<file path="src/rtl/rtc_alarm_pkg.sv">
// Shared constants and field masks for the alarm comparator.
package rtc_alarm_pkg;
    localparam int NFIELD    = 6;
    localparam int DW        = 8;
    localparam int VW        = DW - 1;
    localparam int AW        = 3;
    localparam logic [AW-1:0] ADDR_YEAR = 3'd6;
    localparam logic [AW-1:0] ADDR_CTRL = 3'd7;

    // Legal value bits of each field register (reserved bits are 0).
    function automatic logic [VW-1:0] field_mask(input int idx);
        case (idx)
            0, 1:    field_mask = 7'h7F;
            2, 4:    field_mask = 7'h3F;
            3:       field_mask = 7'h07;
            5:       field_mask = 7'h1F;
            default: field_mask = 7'h00;
        endcase
    endfunction
endpackage

</file>
<file path="src/rtl/rtc_alarm_regs.sv">
// Alarm register file: holds the per-field enables and values, the year value
// and the control bits. Assumes single-cycle writes. The enables and control
// bits are reset, the values are not. Reads are combinational.
module rtc_alarm_regs
    import rtc_alarm_pkg::*;
#(
    parameter int N = NFIELD
) (
    input  logic            clk,
    input  logic            rst_n,
    input  logic            wr,
    input  logic [AW-1:0]   addr,
    input  logic [DW-1:0]   wdata,
    input  logic            flag,
    output logic [N-1:0]    en_vec,
    output logic [N*VW-1:0] val_flat,
    output logic [DW-1:0]   yr_val,
    output logic            yr_en,
    output logic            irq_en,
    output logic            clr,
    output logic [DW-1:0]   rdata
);
    for (genvar i = 0; i < N; i++) begin : g_field
        localparam logic [VW-1:0] MSK = field_mask(i);
        // Compare enable: cleared by power-on reset.
        always_ff @(posedge clk) begin
            if (!rst_n)                                en_vec[i] <= 1'b0;
            else if (wr && addr == AW'(i))             en_vec[i] <= wdata[DW-1];
        end
        // Alarm value: kept through reset, reserved bits dropped.
        always_ff @(posedge clk) begin
            if (wr && addr == AW'(i)) val_flat[i*VW +: VW] <= wdata[VW-1:0] & MSK;
        end
    end

    // Year alarm value: kept through reset.
    always_ff @(posedge clk) begin
        if (wr && addr == ADDR_YEAR) yr_val <= wdata;
    end

    // Control enables: cleared by power-on reset.
    always_ff @(posedge clk) begin
        if (!rst_n) begin
            irq_en <= 1'b0;
            yr_en  <= 1'b0;
        end else if (wr && addr == ADDR_CTRL) begin
            irq_en <= wdata[1];
            yr_en  <= wdata[2];
        end
    end

    // Flag clear request: a control write with bit 0 low.
    assign clr = wr && (addr == ADDR_CTRL) && !wdata[0];

    // Read mux.
    always_comb begin
        rdata = '0;
        for (int i = 0; i < N; i++)
            if (addr == AW'(i)) rdata = {en_vec[i], val_flat[i*VW +: VW]};
        if (addr == ADDR_YEAR) rdata = yr_val;
        if (addr == ADDR_CTRL) rdata = {5'b0, yr_en, irq_en, flag};
    end
endmodule

</file>
<file path="src/rtl/rtc_alarm_match.sv">
// Match logic: the alarm matches when at least one compare is enabled and
// every enabled field equals its masked counter. Purely combinational.
module rtc_alarm_match
    import rtc_alarm_pkg::*;
#(
    parameter int N = NFIELD
) (
    input  logic [N-1:0]    en_vec,
    input  logic [N*VW-1:0] val_flat,
    input  logic            yr_en,
    input  logic [DW-1:0]   yr_val,
    input  logic [N*DW-1:0] cnt_bcd,
    input  logic [DW-1:0]   cnt_year,
    output logic            match
);
    logic [N-1:0] ok;

    for (genvar i = 0; i < N; i++) begin : g_cmp
        localparam logic [DW-1:0] MSK = {1'b0, field_mask(i)};
        // Per-field result: true when disabled or equal.
        assign ok[i] = !en_vec[i] ||
                       ({1'b0, val_flat[i*VW +: VW]} == (cnt_bcd[i*DW +: DW] & MSK));
    end

    logic yr_ok, any_en;
    assign yr_ok  = !yr_en || (yr_val == cnt_year);
    assign any_en = (|en_vec) || yr_en;
    assign match  = any_en && (&ok) && yr_ok;
endmodule

</file>
<file path="src/rtl/rtc_alarm_flag.sv">
// Alarm flag: sets on the first matching tick and clears on a software write.
// Assumes tick is one cycle wide. A set takes priority over a clear.
module rtc_alarm_flag (
    input  logic clk,
    input  logic rst_n,
    input  logic tick,
    input  logic match,
    input  logic clr,
    output logic flag
);
    logic prev_match;

    // Match state at the last tick, used to find the first matching tick.
    always_ff @(posedge clk) begin
        if (!rst_n)    prev_match <= 1'b0;
        else if (tick) prev_match <= match;
    end

    // Sticky flag.
    always_ff @(posedge clk) begin
        if (!rst_n)                           flag <= 1'b0;
        else if (tick && match && !prev_match) flag <= 1'b1;
        else if (clr)                          flag <= 1'b0;
    end
endmodule

</file>
<file path="src/rtl/rtc_alarm_cmp.sv">
// Top of the alarm comparator: register file, match logic and flag.
// Assumes the counters are stable in the cycle that tick is high.
module rtc_alarm_cmp
    import rtc_alarm_pkg::*;
(
    input  logic               clk,
    input  logic               rst_n,
    input  logic               bus_wr,
    input  logic [AW-1:0]      bus_addr,
    input  logic [DW-1:0]      bus_wdata,
    output logic [DW-1:0]      bus_rdata,
    input  logic               tick,
    input  logic [NFIELD*DW-1:0] cnt_bcd,
    input  logic [DW-1:0]      cnt_year,
    output logic               alarm_flag,
    output logic               alarm_irq
);
    logic [NFIELD-1:0]    en_vec;
    logic [NFIELD*VW-1:0] val_flat;
    logic [DW-1:0]        yr_val;
    logic                 yr_en, irq_en, clr, match;

    rtc_alarm_regs #(.N(NFIELD)) u_regs (
        .clk(clk), .rst_n(rst_n), .wr(bus_wr), .addr(bus_addr), .wdata(bus_wdata),
        .flag(alarm_flag), .en_vec(en_vec), .val_flat(val_flat), .yr_val(yr_val),
        .yr_en(yr_en), .irq_en(irq_en), .clr(clr), .rdata(bus_rdata)
    );

    rtc_alarm_match #(.N(NFIELD)) u_match (
        .en_vec(en_vec), .val_flat(val_flat), .yr_en(yr_en), .yr_val(yr_val),
        .cnt_bcd(cnt_bcd), .cnt_year(cnt_year), .match(match)
    );

    rtc_alarm_flag u_flag (
        .clk(clk), .rst_n(rst_n), .tick(tick), .match(match), .clr(clr),
        .flag(alarm_flag)
    );

    // Interrupt request: flag gated by its enable.
    assign alarm_irq = alarm_flag & irq_en;
endmodule

</file>
<file path="config.mk">
export PLATFORM = sky130hd
export DESIGN_NAME = rtc_alarm_cmp
export DESIGN_NICKNAME = d
export VERILOG_FILES = /design/src/rtl/rtc_alarm_pkg.sv /design/src/rtl/rtc_alarm_regs.sv /design/src/rtl/rtc_alarm_match.sv /design/src/rtl/rtc_alarm_flag.sv /design/src/rtl/rtc_alarm_cmp.sv
export SDC_FILE = /design/constraint.sdc
export NUM_CORES = 1
export LEC_CHECK = 0
export ABC_CLOCK_PERIOD_IN_PS = 1590
export BUFFER_PORTS_ARGS = -buffer_cell sky130_fd_sc_hd__buf_4
export CORE_ASPECT_RATIO = 0.75
export CORE_UTILIZATION = 40
export DETAILED_ROUTE_END_ITERATION = 10
export PLACE_DENSITY = 0.67
export RECOVER_POWER = 100
export SLEW_MARGIN = 20
export SYNTH_ARGS = -nofsm -noshare
export SYNTH_HDL_FRONTEND = slang
export SYNTH_SLANG_ARGS = --single-unit
</file>
<file path="constraint.sdc">
create_clock -name clk -period 1.59 [get_ports clk]
set_clock_uncertainty 0.15 [all_clocks]
set_input_delay 0.0795 -clock clk [delete_from_list [all_inputs] [get_ports clk]]
set_output_delay 0.0795 -clock clk [all_outputs]
set_load 0.03 [all_outputs]
</file>
* Yosys cells after proc, flatten, opt, wreduce, memory -nomap -nowiden
Cells that the tools add are included.
W data, S select, Z words.
** Storage, ports and cells
- Register bits after elaboration :: 52
- Output and inout bits :: 10
- Logic and storage cells :: 76
** Cells by class
- Equality and inequality tests :: 14
- Multiplexer cells :: 10
- Bitwise gates (word level) :: 1
- Reduce and logical (&&, ||, !) cells :: 34
** Operators with widths (count)
- $mux W8 :: 8
- $eq A7 B7 Y1 :: 2
- $logic_and A1 B1 Y1 :: 13
- $eq A3 B3 Y1 const B :: 4
- $eq A6 B6 Y1 :: 2
- $logic_not A1 Y1 :: 9
- $eq A8 B8 Y1 :: 1
- $logic_or A1 B1 Y1 :: 8
- $eq A3 B2 Y1 const B :: 2
- $reduce_and A6 Y1 :: 1
- $reduce_or A6 Y1 :: 1
- $eq A5 B5 Y1 :: 1
- $eq A3 B1 Y1 const B :: 1
- $eq A3 B3 Y1 :: 1
- $logic_not A3 Y1 :: 1
- $mux W1 :: 2
- $reduce_bool A2 Y1 :: 1
- $and A1 B1 Y1 :: 1

* Longest topological paths before layout
Gate-level depths: netlist (run 1).
- Depth after elaboration :: 9
- Gate-level depth with buffers :: 6

* By module
From an unflattened synthesis (run 1), not the netlist that was laid out.
** Second synthesis, totals
- Cell total of the unflattened synthesis :: 235
- Area total of the unflattened synthesis :: 2817.7 µm²
** Modules (own cells, without submodules)
- rtc_alarm_regs :: instances 1, cells an instance 163, area each 2213.4 µm²
- rtc_alarm_match :: instances 1, cells an instance 64, area each 521.8 µm²
- rtc_alarm_flag :: instances 1, cells an instance 7, area each 76.3 µm²
- rtc_alarm_cmp :: instances 1, cells an instance 1, area each 6.3 µm²

* Worst setup path before layout (run 1)
No wires, ideal clock.
- Path type :: input to output
- Start :: input bus_addr[2]
- End :: output bus_rdata[3]
- Arrival time :: 1.442 ns
- Setup slack :: -0.081 ns
- Stages on the path :: 4
- Path buffers :: 2
- Path through :: clkbuf_1 > clkbuf_1 > a211oi_1 > a221oi_1
** Between the ends
- Cells in the longest elaborated chain, start to end :: 9
** RTL lines
- start, declared :: RTL line rtc_alarm_cmp.sv:9 : input logic [AW-1:0] bus_addr,
- $logic_not A3 Y1 :: RTL line rtc_alarm_regs.sv:59 : if (addr == AW'(i)) rdata = {en_vec[i], val_flat[i*VW +: VW]};
- $mux W8 (6 in a row) :: RTL line rtc_alarm_regs.sv:59
- $mux W8 :: RTL line rtc_alarm_regs.sv:60 : if (addr == ADDR_YEAR) rdata = yr_val;
- $mux W8 * :: RTL line rtc_alarm_regs.sv:61 : if (addr == ADDR_CTRL) rdata = {5'b0, yr_en, irq_en, flag};
- end, declared :: RTL line rtc_alarm_cmp.sv:11 : output logic [DW-1:0] bus_rdata,
Mark *: on every way between the ends. The rest lies on a longest branch, timed or not.

* Final worst setup path (run 1)
- Start :: register u_regs.val_flat[9]
- End :: output bus_rdata[2]
** Between the ends
- Cells in the longest elaborated chain, start to end :: 7
** RTL lines
- start, declared :: RTL line rtc_alarm_regs.sv:16 : output logic [N*VW-1:0] val_flat,
- start signal, assigned by index :: RTL line rtc_alarm_regs.sv:32 : if (wr && addr == AW'(i)) val_flat[i*VW +: VW] <= wdata[VW-1:0] & MSK;
- $mux W8 (5 in a row) :: RTL line rtc_alarm_regs.sv:59
- $mux W8 :: RTL line rtc_alarm_regs.sv:60
- $mux W8 :: RTL line rtc_alarm_regs.sv:61
Every way passes these cells.

==> results of run 1 <==
layout by cell type (no fill, tap or decap), types with 6 or more instances in the layout:
cell           count
mux2i_1           11
dlygate4sd3_1      9
clkbuf_8           6
edfxtp_1          42
nor2b_1            8
dfxtp_1            7
xor2_1            13
nand2b_1           7
clkbuf_1          13
xnor2_1           29
nand4_1            7
nand2_1           10
buf_4             74
nor2_1            11
flip-flops by register name, summed over array words and instances (netlist names):
name,cells
u_flag.flag,1
u_flag.prev_match,1
u_regs.en_vec,6
u_regs.irq_en,1
u_regs.val_flat,34
u_regs.yr_en,1
u_regs.yr_val,8
layout make-up:
type	instances	share of cell area (%)
clock inverters	2	0.2762
multi-input cells	152	32.56
repair buffers	107	21.55
flip-flops and latches	52	40.44
well taps	81	2.797
inverters	1	0.1036
clock buffers	6	2.279
logic make-up after synthesis:
logic type | share of synthesized area, %
and+or+nand+nor | 11.12
DFF | 55.04
xor gates and xnor gates | 13.85
AOI/OAI and AO/OA | 10.84
muxes | 7.540
buffers and inverters | 1.602
power groups by stage:
stage / Combinational (mW) / Sequential, mW / Clock, mW
after floorplan: 0.242 / 1.57 / 0
after global placement: 0.493 / 1.57 / 0
after detailed placement: 0.494 / 1.58 / 0
after CTS: 0.525 / 1.54 / 0.788
after global routing: 0.550 / 1.55 / 0.835
final: 0.512 / 1.54 / 0.771
worst min-delay path, cell delays in order:
cell     delay [ps]
buf_4            80
buf_4           170
nor2b_1         130
through the flow:
stage	utilization [%]	hold slack [ps]	cells	cell area (µm²)
2_1_floorplan	-	28.37	213	2661
3_3_place_gp	53.42	132.4	375	3392
3_5_place_dp	53.42	134.3	375	3392
4_1_cts	57.62	26.81	400	3659
5_1_grt	57.06	55.50	401	3623
6_report	57.06	34.62	401	3623
repair_timing:
item,CTS,global route
buffers inserted,8,1
pin swaps,5,5
setup endpoints to repair,8,10
resized for setup,8,5
hold endpoints to repair,52,0
hold buffers,9,0
path summary, 6_finish.rpt:
check	depth (start not counted)	from	slack (ps)	end
setup / recovery	5	u_regs.val_flat[9]	-310	bus_rdata[2]
hold / removal	3	rst_n	30	u_regs.irq_en
setup reg to reg	5	u_regs.val_flat[30]	-260	u_flag.flag
hold reg to reg	1	u_flag.prev_match	320	u_flag.flag
per-layer routing:
metal | track usage (%) | up-vias | share of wire, %
met5 | 0 | - | 0
met4 | 5.970 | 0 | 0.68
met3 | 3.878 | 5 | 7.2
met2 | 33.65 | 71 | 43
met1 | 31.61 | 990 | 49
li1 | - | 1007 | -
==> impl_metrics.env, run 1 <==
export IMPL_slew_headroom_pct=68.07
export IMPL_tns_ps=-1552
export IMPL_cp_common_cell="buf_4"
export IMPL_intPower_mw=2.119
export IMPL_nets=390
export IMPL_power_frac_comb_pct=18.1
export IMPL_via_per_inst=5.170
export IMPL_layout_drive_gt1_share_pct=34.38
export IMPL_critPathKind="register to output pin"
export IMPL_dieArea_um2=6971
export IMPL_die_x_um=96.08
export IMPL_cts_htree_levels=2
export IMPL_crit_path_start_kind="register"
export IMPL_ys_types=39
export IMPL_remaining_drc_errors=0
export IMPL_tightest_slew_ps=478.9
export IMPL_grt_pass1_vias=2059
export IMPL_synth_edf_count=42
export IMPL_crit_path_top_delay_cell="mux4_2"
export IMPL_setup_viol=9
export IMPL_clk_insertion_delay_late_ps=310
export IMPL_slowest_delay_ps=470
export IMPL_switchingPower_mw=0.7077
export IMPL_worst_ep_required_time_ps=1360
export IMPL_crit_chain="buf_4 -> mux4_2 -> nand2b_1 -> a31oi_1 -> buf_4"
export IMPL_die_h_um=72.56
export IMPL_cts_tree="done"
export IMPL_post_dp_hpwl_um=5545
export IMPL_ioPinCount=81
export IMPL_report_final_slew_viol_count=0
export IMPL_cts_sinks=52
export IMPL_synth_nets=284
export IMPL_crit_family="multiplexers"
export IMPL_n_fill_cell=580
export IMPL_ys_seq_elements=52
export IMPL_first_pass_iters=4
export IMPL_peakVddDrop_uv=468.9
export IMPL_clk_pin_slew_ps=90
export IMPL_grtUsageTotal_pct=21.80
export IMPL_antenna_cells=0
export IMPL_status="finished with violations"
export IMPL_total_power_mw=2.827
export IMPL_yosysTopAreaCell="edfxtp_1"
export IMPL_arrival_ps=1680
export IMPL_synth_common_cells="edfxtp_1, xnor2_1, xor2_1"
export IMPL_synth_top_area_share_pct=47.50
export IMPL_root_buffer="clkbuf_8"
export IMPL_drtAntennaViolNets=0
export IMPL_worstPathMaxFanout=2
export IMPL_swShare_pct=25.04
export IMPL_ys_flop_type="edfxtp_1"
export IMPL_fin_crit_ps=1905
export IMPL_numCtsBuffers=5
export IMPL_setup_ws_ps=-314.7
export IMPL_rows=25
export IMPL_design_core_area_um2=6350
export IMPL_finalCritPeriodShare_pct=119.8
export IMPL_finalHoldViolCount=0
export IMPL_wirelength_um=7158
export IMPL_syn_area_per_cell_um2=12.47
export IMPL_overflow=0
export IMPL_async_reset_ff_share_pct=0
export IMPL_area_delta_synth_final_pct=36.48
export IMPL_synthTopCellsByArea="edfxtp_1, xnor2_1, dfxtp_1, xor2_1, mux2i_1"
export IMPL_synth_area_um2=2655
export IMPL_seqCellArea_um2=1465
export IMPL_grt_pass1_wl_um=10790
export IMPL_leakage_nw=1.355
export IMPL_synth_warnings=0
export IMPL_place_ws_ps=-174.1
export IMPL_hp_class="input port to register"
export IMPL_grt_antenna_before_repair=0
export IMPL_yosysMostFrequentCell="edfxtp_1"
export IMPL_wl_per_cell_um=17.85
export IMPL_cts_path_max_buffers=2
export IMPL_yosysSeqAreaShare_pct=55.04
export IMPL_rsz0062_at_grt="true"
export IMPL_drv_cap=0
export IMPL_violations="setup timing"
export IMPL_multi_input_area_um2=1180
export IMPL_start_util_pct=41.81
export IMPL_synth_cells=213
export IMPL_endpoint_kind="output pin"
export IMPL_grt_max_degree=17
export IMPL_fmax_mhz=525.0
export IMPL_gp_congestion=0.8076
export IMPL_p_clk_share_pct=27.3
export IMPL_powerDensity_nw_per_um2=780.1
export IMPL_worst_path_buf_inv=2
export IMPL_vias=2073
export IMPL_pwr_share_seq_pct=54.6
export IMPL_io_buffers=66
export IMPL_drt_initial_drc_count=121
Power figures use the tool's default switching activity.
==> inputs of run 2 (changes only) <==
CORE_UTILIZATION = 45   (was 40)
PLACE_DENSITY = 0.74   (was 0.67)
==> run 2 against run 1 <==
  * The flow still finishes with violations (setup timing)
  * Via count grew 1.3%
  * Global-route usage increased by 2.5 points
  * Die area shrank 11%
  * Sequential share of layout area down 0.73 points
  * Highest routed layer unchanged
  * Worst setup slack worse by 35 ps
  * Non-clock buffer count increased by 2
  * Register-to-register slack got worse by 20 ps
  * Combinational power up 2%
  * Routed wire length decreased by 1.5%
  * Core utilization grew 10 points
  * Sequential cell count did not move
  * First-iteration DRC count up 24%
==> impl_metrics.env, run 2 (synthesis gave the netlist of run 1 again) <==
export IMPL_finalHoldViolCount=0
export IMPL_start_util_pct=48.30
export IMPL_regMostFlops="u_regs.val_flat"
export IMPL_cts_htree_levels=2
export IMPL_clk_insertion_delay_late_ps=310
export IMPL_ioPinCount=81
export IMPL_area_delta_synth_final_pct=38.97
export IMPL_leakage_nw=1.375
export IMPL_cts_path_max_buffers=2
export IMPL_die_h_um=68.52
export IMPL_via_per_inst=5.287
export IMPL_largestRegisters="u_regs.val_flat (34), u_regs.yr_val (8), u_regs.en_vec (6)"
export IMPL_fmax_mhz=515.5
export IMPL_antenna_cells=0
export IMPL_rsz0062_at_grt="true"
export IMPL_design_area_um2=3690
export IMPL_cts_sinks=52
export IMPL_worst_ep_required_time_ps=1360
export IMPL_layout_common_cells="buf_4, edfxtp_1, xnor2_1, clkbuf_1, xor2_1"
export IMPL_drt_initial_drc_count=150
export IMPL_critPathKind="register to output pin"
export IMPL_largest_register_ffs=34
export IMPL_status="finished with violations"
export IMPL_vias=2099
export IMPL_endpoint_kind="output pin"
export IMPL_clk_pin_slew_ps=90
export IMPL_placed_cells=369
export IMPL_cts_tree="done"
export IMPL_dieArea_um2=6214
export IMPL_wl_per_cell_um=17.76
export IMPL_rows=23
export IMPL_numCtsBuffers=5
export IMPL_powerDensity_nw_per_um2=828.9
export IMPL_gp_congestion=0.8463
export IMPL_remaining_drc_errors=0
export IMPL_whs_ps=19.54
export IMPL_tightest_slew_ps=576.2
export IMPL_violations="setup timing"
export IMPL_arrival_ps=1710
export IMPL_setup_viol=9
export IMPL_grt_pass1_vias=2148
export IMPL_grtUsageTotal_pct=24.28
export IMPL_setup_ws_ps=-349.8
export IMPL_report_final_slew_viol_count=0
export IMPL_root_buffer="clkbuf_8"
export IMPL_drv_cap=0
export IMPL_hp_class="input port to register"
export IMPL_nets=392
export IMPL_grt_pass1_wl_um=10990
export IMPL_grt_antenna_before_repair=0
export IMPL_n_fill_cell=437
export IMPL_overflow=0
export IMPL_peakVddDrop_uv=670.0
export IMPL_design_core_area_um2=5497
export IMPL_post_dp_hpwl_um=5378
export IMPL_finalCritPeriodShare_pct=122.0
export IMPL_worstPathMaxFanout=2
export IMPL_wirelength_um=7050
export IMPL_final_cells=397
export IMPL_crit_path_start_kind="register"
export IMPL_dpl_cell_area_um2=3397
export IMPL_final_common_cell="buf_4"
export IMPL_drtAntennaViolNets=0
export IMPL_io_buffers=66
export IMPL_fin_crit_ps=1940
export IMPL_first_pass_iters=4
export IMPL_grt_max_degree=19
export IMPL_die_x_um=90.70
export IMPL_slew_headroom_pct=61.58
export IMPL_layout_drive_gt1_share_pct=35.40
-- run 2: power breakdown --
part / internal [mW] / switching (mW)
Combinational: 0.264 / 0.260
Sequential: 1.51 / 0.0307
Clock: 0.556 / 0.433
-- run 2: worst paths after layout --
| check | cells after the start | slack (ps) | end | startpoint |
|---|---|---|---|---|
| setup / recovery | 5 | -350 | bus_rdata[2] | u_regs.val_flat[16] |
| hold / removal | 3 | 20 | u_regs.en_vec[0] | rst_n |
| setup reg to reg | 5 | -280 | u_flag.flag | u_regs.val_flat[30] |
| hold reg to reg | 1 | 320 | u_flag.flag | u_flag.prev_match |
-- run 2: stage by stage --
| stage | power (mW) | TNS [ps] | worst slack (ps) | util [%] |
|---|---|---|---|---|
| CTS | 3.082 | -1474 | -330.8 | 67.49 |
| finish | 3.058 | -1747 | -349.8 | 67.13 |
| detailed placement | 2.071 | -345.5 | -210.5 | 61.80 |
| floorplan | 1.812 | -79.63 | -54.55 | - |
| global route | 3.171 | -2750 | -425.9 | 67.13 |
| global placement | 2.065 | -309.1 | -181.7 | 61.80 |
-- run 2: repair_timing --
| action | in CTS | in global routing |
|---|---|---|
| endpoints found under the hold margin | 52 | 0 |
| hold buffers | 9 | 0 |
| pin swaps | 11 | 8 |
| endpoints found under the setup margin | 9 | 10 |
| resized for setup | 10 | 7 |
| buffers inserted | 8 | 4 |
-- run 2: critical path, cell delays in order (launching register included) --
cell	delay, ps
edfxtp_1	400
buf_4	140
mux4_2	480
nand2b_1	120
a31oi_2	100
buf_6	160
-- run 2: routing by layer --
metal | routed length (µm) | up-vias | GRT usage (%)
met5 | 0 | - | 0
met4 | 63 | 0 | 8.266
met3 | 624 | 9 | 5.044
met2 | 3090 | 114 | 39.02
met1 | 3272 | 966 | 33.33
li1 | - | 1010 | -
-- run 2: final cells by class --
class,instances,area (µm²),share of cell area (%)
inverter,1,3.754,0.1017
clock inverter,1,30.03,0.8138
multi-input combinational,152,1201,32.55
clock buffer,7,96.34,2.611
sequential,52,1465,39.71
timing repair buffer,109,799.5,21.67
tap,75,93.84,2.543
